==> src/rtl/dbg_exit_pkg.sv <==
package dbg_exit_pkg;
   typedef enum logic [1:0] {
      PATH_ORIG = 2'd0,
      PATH_ADJ  = 2'd1,
      PATH_RCV  = 2'd2
   } path_e;
endpackage

==> src/rtl/dbg_exit_path_sel.sv <==
module dbg_exit_path_sel
   import dbg_exit_pkg::*;
#(
   parameter int ADDR_W   = 32,
   parameter int INSN_W   = 32,
   parameter int OFST_W   = 2,
   parameter int WORD_LSB = 2,
   parameter logic [INSN_W-1:0] NOP_INSN = 32'h6000_0000
) (
   input  logic              pc_inv,
   input  logic [OFST_W-1:0] pc_ofst,
   input  logic [ADDR_W-1:0] pc_saved,
   input  logic [INSN_W-1:0] insn_saved,
   input  logic [ADDR_W-1:0] rcv_pc,
   input  logic [INSN_W-1:0] rcv_insn,
   output path_e             path,
   output logic [ADDR_W-1:0] pc_next,
   output logic [INSN_W-1:0] insn_next
);
   logic [ADDR_W-1:0] skid_bytes;

   assign skid_bytes = ADDR_W'(pc_ofst) << WORD_LSB;

   always_comb begin
      if (pc_inv) begin
         path      = PATH_RCV;
         pc_next   = rcv_pc;
         insn_next = rcv_insn;
      end else if (pc_ofst != '0) begin
         path      = PATH_ADJ;
         pc_next   = pc_saved - skid_bytes;
         insn_next = NOP_INSN;
      end else begin
         path      = PATH_ORIG;
         pc_next   = pc_saved;
         insn_next = insn_saved;
      end
   end
endmodule

==> src/rtl/dbg_exit_ctl_fix.sv <==
module dbg_exit_ctl_fix
   import dbg_exit_pkg::*;
#(
   parameter int STAT_W  = 8,
   parameter int STATE_W = 8,
   parameter int BRK_LO  = 2,
   parameter int BRK_HI  = 5
) (
   input  path_e              path,
   input  logic               brk_clr,
   input  logic [STAT_W-1:0]  stat_saved,
   input  logic [STATE_W-1:0] state_saved,
   output logic [STAT_W-1:0]  stat_next,
   output logic [STATE_W-1:0] state_next,
   output logic               reenter_next
);
   logic [STAT_W-1:0] brk_mask;
   logic [STAT_W-1:0] kept;

   for (genvar i = 0; i < STAT_W; i++) begin : g_mask
      if (i >= BRK_LO && i <= BRK_HI) begin : g_brk
         assign brk_mask[i] = 1'b1;
      end else begin : g_other
         assign brk_mask[i] = 1'b0;
      end
   end

   assign kept = brk_clr ? (stat_saved & ~brk_mask) : stat_saved;

   always_comb begin
      case (path)
         PATH_ORIG: stat_next = kept;
         default:   stat_next = '0;
      endcase
   end

   assign state_next   = state_saved;
   assign reenter_next = |(stat_next & brk_mask);
endmodule

==> src/rtl/dbg_exit_restore.sv <==
module dbg_exit_restore
   import dbg_exit_pkg::*;
#(
   parameter int ADDR_W   = 32,
   parameter int INSN_W   = 32,
   parameter int OFST_W   = 2,
   parameter int WORD_LSB = 2,
   parameter int STAT_W   = 8,
   parameter int STATE_W  = 8,
   parameter int BRK_LO   = 2,
   parameter int BRK_HI   = 5,
   parameter logic [INSN_W-1:0] NOP_INSN = 32'h6000_0000
) (
   input  logic               clk,
   input  logic               rst_n,
   input  logic               go,
   input  logic               pc_inv,
   input  logic [OFST_W-1:0]  pc_ofst,
   input  logic [ADDR_W-1:0]  pc_saved,
   input  logic [INSN_W-1:0]  insn_saved,
   input  logic [STAT_W-1:0]  stat_saved,
   input  logic [STATE_W-1:0] state_saved,
   input  logic               brk_clr,
   input  logic [ADDR_W-1:0]  rcv_pc,
   input  logic [INSN_W-1:0]  rcv_insn,
   output logic               done,
   output logic [ADDR_W-1:0]  pc_out,
   output logic [INSN_W-1:0]  insn_out,
   output logic [ADDR_W-1:0]  fetch_pc,
   output logic [STAT_W-1:0]  stat_out,
   output logic [STATE_W-1:0] state_out,
   output logic               reenter,
   output logic               nop_inj
);
   localparam logic [ADDR_W-1:0] INSN_BYTES = ADDR_W'(1) << WORD_LSB;

   if (BRK_HI >= STAT_W || BRK_LO > BRK_HI || BRK_LO < 0) begin : g_bad_brk
      $error("breakpoint status range outside status width");
   end
   if (OFST_W < 1 || OFST_W + WORD_LSB > ADDR_W) begin : g_bad_ofst
      $error("offset field does not fit the address width");
   end

   path_e              path;
   logic [ADDR_W-1:0]  pc_next;
   logic [INSN_W-1:0]  insn_next;
   logic [STAT_W-1:0]  stat_next;
   logic [STATE_W-1:0] state_next;
   logic               reenter_next;

   dbg_exit_path_sel #(
      .ADDR_W(ADDR_W), .INSN_W(INSN_W), .OFST_W(OFST_W),
      .WORD_LSB(WORD_LSB), .NOP_INSN(NOP_INSN)
   ) u_path (
      .pc_inv(pc_inv), .pc_ofst(pc_ofst), .pc_saved(pc_saved),
      .insn_saved(insn_saved), .rcv_pc(rcv_pc), .rcv_insn(rcv_insn),
      .path(path), .pc_next(pc_next), .insn_next(insn_next)
   );

   dbg_exit_ctl_fix #(
      .STAT_W(STAT_W), .STATE_W(STATE_W), .BRK_LO(BRK_LO), .BRK_HI(BRK_HI)
   ) u_ctl (
      .path(path), .brk_clr(brk_clr), .stat_saved(stat_saved),
      .state_saved(state_saved), .stat_next(stat_next),
      .state_next(state_next), .reenter_next(reenter_next)
   );

   always_ff @(posedge clk) begin
      if (!rst_n) begin
         done      <= 1'b0;
         pc_out    <= '0;
         insn_out  <= '0;
         fetch_pc  <= '0;
         stat_out  <= '0;
         state_out <= '0;
         reenter   <= 1'b0;
         nop_inj   <= 1'b0;
      end else begin
         done <= go;
         if (go) begin
            pc_out    <= pc_next;
            insn_out  <= insn_next;
            fetch_pc  <= pc_next + INSN_BYTES;
            stat_out  <= stat_next;
            state_out <= state_next;
            reenter   <= reenter_next;
            nop_inj   <= (path == PATH_ADJ);
         end
      end
   end
endmodule

==> config.mk <==
export PLATFORM = sky130hd
export DESIGN_NAME = dbg_exit_restore
export DESIGN_NICKNAME = d
export VERILOG_FILES = /design/src/rtl/dbg_exit_pkg.sv /design/src/rtl/dbg_exit_path_sel.sv /design/src/rtl/dbg_exit_ctl_fix.sv /design/src/rtl/dbg_exit_restore.sv
export SDC_FILE = /design/constraint.sdc
export NUM_CORES = 1
export LEC_CHECK = 0
export ABC_AREA = 1
export BUFFER_PORTS_ARGS = -buffer_cell sky130_fd_sc_hd__buf_2
export CORE_MARGIN = 4
export CORE_UTILIZATION = 30
export DETAILED_ROUTE_END_ITERATION = 6
export PLACE_DENSITY = 0.52
export SLEW_MARGIN = 20
export SYNTH_ARGS = -nofsm -noshare
export SYNTH_HDL_FRONTEND = slang
export SYNTH_HIERARCHICAL = 1
export SYNTH_SLANG_ARGS = --single-unit
==> constraint.sdc <==
create_clock -name clk -period 3.35 [get_ports clk]
set_input_delay 0.335 -clock clk [delete_from_list [all_inputs] [get_ports clk]]
set_output_delay 0.335 -clock clk [all_outputs]
set_load 0.05 [all_outputs]
==> impl_metrics.csv, run 1 <==
group,metric,value,unit
run_status,status,"finished, final reports clean",
finish,num-fill-cells,2538,
worst_setup_path,cp_slowest_cell,"o21ai_0",
worst_setup_path,rr_startpoint,"fetch_pc[11]",
sta,timing.final.crit_share,0.767,
cts,clock_tree.buffer_depth,2,
logic_synthesis,synth.most_common_cell,"nand2_1",
sta,slew_headroom,0.304,
finish,area_growth,28.8,%
worst_setup_path,critical_path.endpoint,"fetch_pc[22]",
logic_synthesis,ys_seq_elements,113,
route,ant_nets,0,
global_routing,grt_pass1_vias,7430,
route,dr.pass1.iters,5,
cts,cts_sinks,113,
logic_synthesis,synth_ff_type,"dfxtp_1",
logic_synthesis,syn_area,6870,µm²
cts,clkTransAtPathRegs,0.06,ns
logic_synthesis,syn_nets,1282,
worst_setup_path,endpoint_kind,"register",
worst_setup_path,worst-setup-path-type,"in -> reg",
logic_synthesis,synthArstFlopShare,0,
finish,final_nets,1513,
cts,htreeDepth,4,
global_routing,grt_max_degree,85,
global_routing,grt_pass1_wl,39900,µm
worst_setup_path,worstPathMaxFanout,6,
route,route.met3.wl,1860,µm
power_and_ir_drop,peakVddDrop,0.000324,V
floorplan,rows,55,
sta,setup_ws,0.779,ns
cts,clk_latency,0.41,ns
sta,finalSetupViolCount,0,
min_path,holdCritPathClass,"in -> reg",
logic_synthesis,synth_cell_types,38,
cts,ctsHoldBuffers,0,
worst_setup_path,critical_path.startpoint,"pc_ofst[0]",
worst_setup_path,max_stage_delay,0.45,ns
finish,final_cells,1656,
cts,cts_made_buffers,17,
route,post-route-drc-count,0,
sta,fin_crit,2.57,ns
placed_design,gp_congestion,0.890,
placed_design,dp.cells,1624,
global_routing,antenna_found_initial,1,
logic_synthesis,synth_seq_area_share,0.329,
sta,slew_viol_final,0,
cts,tritoncts,"yes",
worst_setup_path,crit_top_cell,"nand2_1",
worst_setup_path,required,3.70,ns
floorplan,io_pins,266,
worst_setup_path,worstPathArrival,2.92,ns
finish,drive_gt1_frac,0.256,
route,met1_length,11000,µm
placed_design,place_area,8300,µm²
floorplan,coreArea,22600,µm²
global_routing,grt_usage,0.196,
worst_setup_path,timing.rr.end,"fetch_pc[11]",
route,vias,7686,
logic_synthesis,synthDominantCellAreaShare,0.329,
floorplan,start_util,0.304,
placed_design,portBuffers,265,
logic_synthesis,synth_commonest_cells,"nand2_1, nor2_1, dfxtp_1",
route,routed.top_layer,"met5",
sta,tightest_slew,1.04,ns
sta,fin_tns_setup,0,ns
logic_synthesis,netlist_top_cells_area,"dfxtp_1, nand2_1, nor2_1",
worst_setup_path,regToRegSetupSlack,2.59,ns
route,wl,25400,µm
cts,post_cts_buffers,0,
run,maxCapViolations,0,
worst_setup_path,worstPathCellList,"buf_2 -> ha_1 -> fa_1 -> nand2_1 -> nor2_1 -> xor2_1 -> o21ai_0 -> nand2_1 -> nor2_4 -> nand3_2 -> nor2_4 -> nand2_2 -> nand2_1 -> nand2_1 -> nor2_1",
worst_setup_path,reg2reg_depth,4,
route,via_per_inst,4.64,
sta,skew,0,ns
finish,antenna_cells,0,
sta,hold_viol,0,
logic_synthesis,ys_warn_count,6,
cts,ctsResizeCount,0,
floorplan,die_h,159,µm
floorplan,die_width,159,µm
logic_synthesis,synth_area_leader_cell,"dfxtp_1",
route,drtIter0Drc,403,
floorplan,die_area,25400,µm²
power_and_ir_drop,p_leak,4.65,nW
placed_design,dp_slack,0.353,ns
power_and_ir_drop,power_density,477,nW/µm²
cts,root_buffer,"clkbuf_16",
logic_synthesis,avgSynthCellArea,6.10,µm²
sta,max_freq,389,MHz
route,wl_met2,11900,µm
global_routing,grt.overflow.total,0,
logic_synthesis,syn_inst,1127,
finish,fin_area,8850,µm²
worst_setup_path,cp-start-kind,"primary input",
min_path,holdPathStages,3,
route,wl_per_cell,15.4,µm
sta,rsz0062_at_grt,"no",
logic_synthesis,synth-edff-count,0,
placed_design,hpwlAfterDp,19700,µm
## sequential cells by signal, summed over array words and instances, names as in the netlist
name / cells
done: 1
fetch_pc: 30
insn_out: 32
nop_inj: 1
pc_out: 32
reenter: 1
stat_out: 8
state_out: 8
## through the flow
stage	utilization	power (mW)	hold WS, ns
2_1_floorplan	-	2.23	0.552
3_3_place_gp	0.368	2.56	0.450
3_5_place_dp	0.368	2.56	0.452
4_1_cts	0.392	4.28	0.128
5_1_grt	0.392	4.43	0.153
6_report	0.392	4.22	0.150
## worst min path at each step
stage | startpoint | end | slack, ns
6_report | state_saved[5] | state_out[5] | 0.15
5_1_grt | state_saved[6] | state_out[6] | 0.15
4_1_cts | state_saved[5] | state_out[5] | 0.13
3_5_place_dp | pc_out[24] | pc_out[24] | 0.45
3_3_place_gp | pc_out[21] | pc_out[21] | 0.45
2_1_floorplan | state_saved[0] | state_out[0] | 0.55
## logic make-up after synthesis
family	Yosys count	synth area share
AOI/OAI and AO/OA	151	0.113
adders and majority gates	4	0.00838
buffers and inverters	159	0.102
and+or+nand+nor	689	0.433
xor gates and xnor gates	11	0.0140
DFF	113	0.329
## cell type report
cell class / instances / area [µm²] / share of cell area
inverter: 94 / 353 / 0.0399
clock buffer: 18 / 439 / 0.0496
tap: 285 / 357 / 0.0403
multi-input combinational: 855 / 3910 / 0.442
sequential: 113 / 2260 / 0.256
timing repair buffer: 277 / 1420 / 0.160
clock inverter: 14 / 109 / 0.0123
## critical path, delay by kind of cell
family | cells | cell delay, ns
buf+inv | 1 | 0.13
compound gates | 1 | 0.45
xor+xnor | 1 | 0.14
fa+ha+maj | 2 | 0.71
simple gates | 10 | 1.17
## layer usage
layer / up-vias / global-route usage
met5: - / 0
met4: 2 / 0.0702
met3: 38 / 0.0533
met2: 267 / 0.332
met1: 3352 / 0.239
li1: 4027 / -
## cell usage in the layout (no fill, tap or decap), types with 3 or more instances in the layout
master / instances
nand2_1: 284
dfxtp_1: 113
nand3b_1: 3
clkinv_2: 3
clkinvlp_4: 4
nand3_1: 94
nor2_1: 247
clkinv_4: 4
a21oi_1: 43
o21bai_1: 4
buf_2: 264
nor2_4: 11
nand2_2: 6
inv_1: 88
inv_2: 6
xor2_1: 10
ha_1: 3
o21ai_1: 4
buf_4: 13
o21ai_0: 95
clkbuf_16: 17
nand4_1: 16
nand2_4: 3
nor2_2: 10
nor3_1: 5
## power by group
part / internal [mW] / switching, mW / leakage, nW / total, mW
combinational: 0.271 / 0.768 / 3.45 / 1.04
sequential: 1.44 / 0.0472 / 0.936 / 1.48
clock: 0.973 / 0.726 / 0.261 / 1.70
total: 2.68 / 1.54 / 4.65 / 4.22
(Power assumes the default switching activity.)
==> inputs of run 2 (changes only) <==
PLACE_DENSITY = 0.54   (was 0.52)
clock period = 2.2 ns   (was 3.35 ns; I/O delays follow)
==> run 2 against run 1 <==
Sequential cell count did not move. Sequential power rose by 53%. First-iteration DRC count rose by 8.9%.
==> impl_metrics.csv, run 2 (synthesis results as in run 1) <==
group,metric,value,unit
cts,htreeDepth,4,
finish,layout_common_cells,"nand2_1, buf_2, nor2_1, dfxtp_1, buf_4",
sta,timing.final.crit_share,0.930,
placed_design,portBuffers,265,
finish,mostFrequentLayoutCell,"nand2_1",
global_routing,antenna_found_initial,2,
route,wl_per_cell,14.8,µm
run,maxCapViolations,0,
global_routing,grt.overflow.total,0,
cts,cts_sinks,113,
worst_setup_path,worst-setup-path-type,"in -> reg",
floorplan,io_pins,266,
route,dr.pass1.iters,5,
worst_setup_path,required,2.51,ns
run_status,status,"finished, final reports clean",
sta,slew_headroom,0.474,
cts,tritoncts,"yes",
global_routing,grt_pass1_wl,40600,µm
cts,clk_latency,0.41,ns
route,drtIter0Drc,439,
finish,seq_area,2260,µm²
route,vias,8140,
global_routing,grt_pass1_vias,7868,
worst_setup_path,worstPathArrival,2.35,ns
route,ant_nets,0,
finish,antenna_cells,0,
route,via_per_inst,4.65,
cts,root_buffer,"clkbuf_16",
cts,clkTransAtPathRegs,0.06,ns
finish,area_growth,42.8,%
global_routing,grt_max_degree,85,
worst_setup_path,worstPathMaxFanout,4,
sta,finalSetupViolCount,0,
sta,skew,0,ns
sta,fin_crit,2.05,ns
floorplan,die_area,25400,µm²
power_and_ir_drop,peakVddDrop,0.000445,V
route,post-route-drc-count,0,
finish,largest_registers,"insn_out (32), pc_out (32), fetch_pc (30)",
worst_setup_path,cp-start-kind,"primary input",
worst_setup_path,regToRegSetupSlack,1.41,ns
sta,slew_viol_final,0,
finish,num-fill-cells,2471,
placed_design,hpwlAfterDp,20100,µm
finish,drive_gt1_frac,0.325,
floorplan,coreArea,22600,µm²
sta,tightest_slew,0.788,ns
finish,final_nets,1609,
finish,final_cells,1752,
worst_setup_path,rr_startpoint,"fetch_pc[11]",
sta,hold_viol,0,
global_routing,grt_usage,0.197,
worst_setup_path,timing.rr.end,"fetch_pc[11]",
placed_design,place_area,9040,µm²
cts,clock_tree.buffer_depth,2,
worst_setup_path,endpoint_kind,"register",
placed_design,dp.cells,1714,
floorplan,die_width,159,µm
min_path,hold_end,"state_out[6]",
worst_setup_path,reg2reg_depth,4,
floorplan,die_h,159,µm
power_and_ir_drop,power_density,708,nW/µm²
floorplan,start_util,0.304,
floorplan,rows,55,
finish,multi_input_area,4050,µm²
sta,max_freq,489,MHz
finish,fin_area,9810,µm²
min_path,holdPathStages,3,
route,wl,26000,µm
min_path,holdCritPathClass,"in -> reg",
power_and_ir_drop,p_leak,5.16,nW
cts,cts_made_buffers,17,
placed_design,gp_congestion,0.896,
min_path,hp-start,"state_saved[6]",
run 2: cell types whose count changed in the layout (fill, tap and decap cells not counted), sizes merged:
cell,before,now
inv,97,99
buf,277,372
bufinv,0,3
clkinvlp,4,2
nor2,270,271
clkinv,7,4
run 2: worst max path at each step:
stage | start | endpoint | slack [ns] | depth (start not counted)
floorplan | pc_saved[2] | fetch_pc[20] | -0.009 | 16
global placement | pc_ofst[1] | fetch_pc[28] | -0.30 | 16
detailed placement | pc_saved[2] | fetch_pc[28] | -0.34 | 16
CTS | pc_saved[2] | fetch_pc[28] | 0.09 | 16
global route | pc_ofst[1] | fetch_pc[26] | -0.02 | 17
finish | pc_ofst[1] | fetch_pc[28] | 0.15 | 18
run 2: area by class of cell:
cell class                      count  share of cell area
Timing Repair Buffer              372               0.221
Multi-Input combinational cell    856               0.413
Clock buffer                       18              0.0448
Tap cell                          285              0.0364
Clock inverter                     14              0.0180
Inverter                           94              0.0360
Sequential cell                   113               0.231
run 2: report_power, final:
| group | total [mW] | internal [mW] | switching [mW] |
|---|---|---|---|
| logic | 1.77 | 0.554 | 1.21 |
| clock network | 2.91 | 1.83 | 1.09 |
| registers | 2.26 | 2.19 | 0.0700 |
run 2: per-stage QoR:
step | TNS (ns) | worst slack (ns) | hold WS [ns] | total power [mW] | util
floorplan | -0.0113 | -0.00923 | 0.437 | 3.40 | -
global placement | -5.75 | -0.296 | 0.442 | 4.04 | 0.401
detailed placement | -6.35 | -0.342 | 0.449 | 4.05 | 0.401
CTS | 0 | 0.0903 | 0.0110 | 7.00 | 0.428
global route | -0.0479 | -0.0218 | 0.0170 | 7.26 | 0.435
finish | 0 | 0.153 | 0.0274 | 6.94 | 0.435
run 2: routing by layer:
layer,share of wire,global-route usage,vias to the layer above
met1,0.42,0.239,3575
met3,0.078,0.0518,50
li1,-,-,4220
met5,0.00085,0,-
met2,0.47,0.340,291
met4,0.026,0.0659,4
run 2: repair_timing:
item,4_1_cts,5_1_grt
buffers inserted,0,5
setup endpoints to repair,0,19
gates resized for setup,0,33
hold buffers,0,0
run 2: critical path, cell delays in order:
cell      delay, ns
buf_2          0.15
inv_2          0.05
ha_1           0.30
inv_1          0.10
nor2_4         0.05
nand3b_1       0.16
buf_4          0.14
buf_4          0.09
nand4_1        0.09
nand2_1        0.07
nand3_1        0.06
nand2_1        0.21
buf_4          0.17
nand4_1        0.10
nor2_1         0.18
nand3_1        0.10
nand2_1        0.07
nor2_1         0.05
==> inputs of run 3 (changes only) <==
--- a/config.mk
+++ b/config.mk
@@ -7,3 +7,2 @@
 export LEC_CHECK = 0
-export ABC_AREA = 1
 export BUFFER_PORTS_ARGS = -buffer_cell sky130_fd_sc_hd__buf_2
@@ -12,3 +11,3 @@
 export DETAILED_ROUTE_END_ITERATION = 6
-export PLACE_DENSITY = 0.54
+export PLACE_DENSITY = 0.55
 export SLEW_MARGIN = 20
==> constraint.sdc (replaced) <==
create_clock -name clk -period 2.2 [get_ports clk]
set_input_delay 0.33 -clock clk [delete_from_list [all_inputs] [get_ports clk]]
set_output_delay 0.33 -clock clk [all_outputs]
set_load 0.05 [all_outputs]
==> run 3 against run 2 <==
The flow now finishes with violations (setup timing). Register-to-register slack lost 0.09 ns. Setup slack lost 0.87 ns. Power grew 2.1%. Sequential cell count is the same. Highest routed layer unchanged.
==> impl_metrics.csv, run 3 <==
group,metric,value,unit
global_routing,grt.overflow.total,0,
route,wl_met2,11100,µm
logic_synthesis,synth_cell_types,58,
cts,clkTransAtPathRegs,0.06,ns
worst_setup_path,worstPathArrival,3.26,ns
floorplan,coreArea,20200,µm²
worst_setup_path,cp-start-kind,"primary input",
floorplan,start_util,0.305,
run_status,violations,"setup timing",
cts,clk_latency,0.41,ns
route,drtIter0Drc,286,
route,met1_length,9970,µm
worst_setup_path,endpoint_kind,"register",
logic_synthesis,syn_inst,727,
cts,cts_sinks,113,
worst_setup_path,worstPathCellList,"buf_8 -> or3_4 -> or4_4 -> or4_4 -> a31oi_4 -> nand4_4 -> or4_4 -> or3_1 -> a31oi_1",
finish,area_growth,67.5,%
route,post-route-drc-count,0,
logic_synthesis,ys_seq_elements,113,
sta,fin_crit,2.92,ns
global_routing,grt_pass1_wl,34100,µm
finish,num-fill-cells,1927,
finish,drive_gt1_frac,0.501,
min_path,holdCritPathClass,"in -> reg",
worst_setup_path,worst-setup-path-type,"in -> reg",
route,ant_nets,0,
global_routing,grt_pass1_vias,6353,
placed_design,portBuffers,265,
cts,clock_tree.buffer_depth,2,
finish,layout_common_cells,"buf_2, buf_4, dfxtp_1, nor2_1, mux2i_1",
floorplan,io_pins,266,
worst_setup_path,worstPathMaxFanout,6,
power_and_ir_drop,power_density,686,nW/µm²
logic_synthesis,synth-edff-count,0,
floorplan,rows,52,
logic_synthesis,synthDominantCellAreaShare,0.367,
logic_synthesis,synth_seq_area_share,0.367,
route,dr.pass1.iters,6,
global_routing,grt_usage,0.191,
floorplan,die_width,151,µm
route,vias,6800,
power_and_ir_drop,p_leak,4.86,nW
finish,largest_registers,"insn_out (32), pc_out (32), fetch_pc (30)",
route,wl,23100,µm
sta,tightest_slew,0.659,ns
global_routing,grt_max_degree,67,
sta,setup_ws,-0.718,ns
cts,tritoncts,"yes",
worst_setup_path,max_stage_delay,0.55,ns
power_and_ir_drop,design_power_total,7.08,mW
sta,rsz0062_at_grt,"yes",
run_status,status,"complete, but fails checks",
logic_synthesis,synthArstFlopShare,0,
sta,finalSetupViolCount,28,
sta,timing.final.crit_share,1.33,
power_and_ir_drop,peakVddDrop,0.000461,V
cts,ctsHoldBuffers,0,
sta,slew_headroom,0.559,
floorplan,die_h,151,µm
cts,root_buffer,"clkbuf_16",
sta,whs,0.151,ns
logic_synthesis,netlist_top_cells_area,"dfxtp_1, mux2i_1, nor2_1",
route,wl_per_cell,16.5,µm
worst_setup_path,required,2.54,ns
logic_synthesis,syn_nets,882,
route,route.met3.wl,1680,µm
global_routing,antenna_found_initial,5,
cts,cts_made_buffers,17,
placed_design,gp_congestion,0.853,
logic_synthesis,avgSynthCellArea,8.48,µm²
route,routed.top_layer,"met5",
route,via_per_inst,4.87,
logic_synthesis,synth_ff_type,"dfxtp_1",
logic_synthesis,synth.most_common_cell,"nor2_1",
worst_setup_path,cp_slowest_cell,"or4_4",
worst_setup_path,crit_top_cell,"or4_4",
run,maxCapViolations,0,
logic_synthesis,syn_area,6170,µm²
logic_synthesis,synth_area_leader_cell,"dfxtp_1",
sta,hold_viol,0,
finish,final_nets,1268,
floorplan,die_area,22900,µm²
cts,htreeDepth,4,
logic_synthesis,synth_commonest_cells,"nor2_1, dfxtp_1, mux2i_1",
sta,slew_viol_final,0,
sta,max_freq,343,MHz
logic_synthesis,ys_warn_count,6,
placed_design,hpwlAfterDp,17500,µm
sta,skew,0,ns
finish,mostFrequentLayoutCell,"buf_2",
run 3: critical path: cells and delay by family:
family / cells / cell delay [ns]
AO/OA/AOI/OAI: 2 / 0.39
AND/OR/NAND/NOR: 6 / 2.45
buffers and inverters: 1 / 0.10
run 3: report_power, final:
group / internal, mW / switching, mW / total (mW) / leakage (nW)
Sequential: 2.18 / 0.0643 / 2.24 / 0.931
Clock: 1.91 / 1.07 / 2.98 / 0.298
Combinational: 0.721 / 1.14 / 1.87 / 3.63
Total: 4.81 / 2.28 / 7.08 / 4.86
run 3: area by class of cell:
cell class | count | area (µm²) | area share
multi-input cells | 536 | 4270 | 0.413
repair buffers | 430 | 2770 | 0.268
flip-flops and latches | 113 | 2260 | 0.219
clock buffers | 21 | 480 | 0.0465
well taps | 270 | 338 | 0.0327
clock inverters | 11 | 151 | 0.0146
inverters | 15 | 56.3 | 0.00545
diodes | 1 | 2.50 | 0.000242
run 3: metrics by stage:
step	setup WS [ns]	util	area [µm²]	cells	setup TNS (ns)
floorplan	-1.26	-	6430	727	-22.46
global placement	-1.19	0.443	8960	1344	-30.96
finish	-0.718	0.511	10300	1397	-12.95
detailed placement	-1.25	0.443	8960	1344	-32.20
CTS	-0.655	0.490	9920	1383	-10.80
global route	-0.776	0.511	10300	1397	-14.91
run 3: kinds of logic (layout without fill, tap and decap cells):
logic type / Yosys count / in the layout / share of synthesized area
AO/OA/AOI/OAI: 149 / 149 / 0.166
XOR/XNOR: 22 / 22 / 0.0312
adder cells (fa/ha/maj): 4 / 4 / 0.00933
buffers and inverters: 78 / 477 / 0.0574
flip-flops: 113 / 113 / 0.367
multiplexers: 85 / 85 / 0.139
other: 0 / 1 / 0
AND/OR/NAND/NOR: 276 / 276 / 0.231
run 3: timing repair:
action,4_1_cts,5_1_grt
gates resized for setup,50,64
pin swaps,29,30
buffers inserted,10,13
endpoints found under the setup margin,30,34
run 3: path summary, 6_finish.rpt:
kind                  startpoint            to  slack [ns]  cells past startpoint
setup reg to reg    fetch_pc[24]  fetch_pc[24]        1.32                      3
setup / recovery     pc_saved[6]  fetch_pc[23]       -0.72                      9
hold / removal    state_saved[3]  state_out[3]        0.15                      3
hold reg to reg       pc_out[27]    pc_out[27]        0.47                      2
run 3: per-layer routing:
metal,GRT usage,up-vias
li1,-,3430
met1,0.245,3130
met2,0.314,204
met3,0.0551,28
met4,0.0530,8
met5,0,-
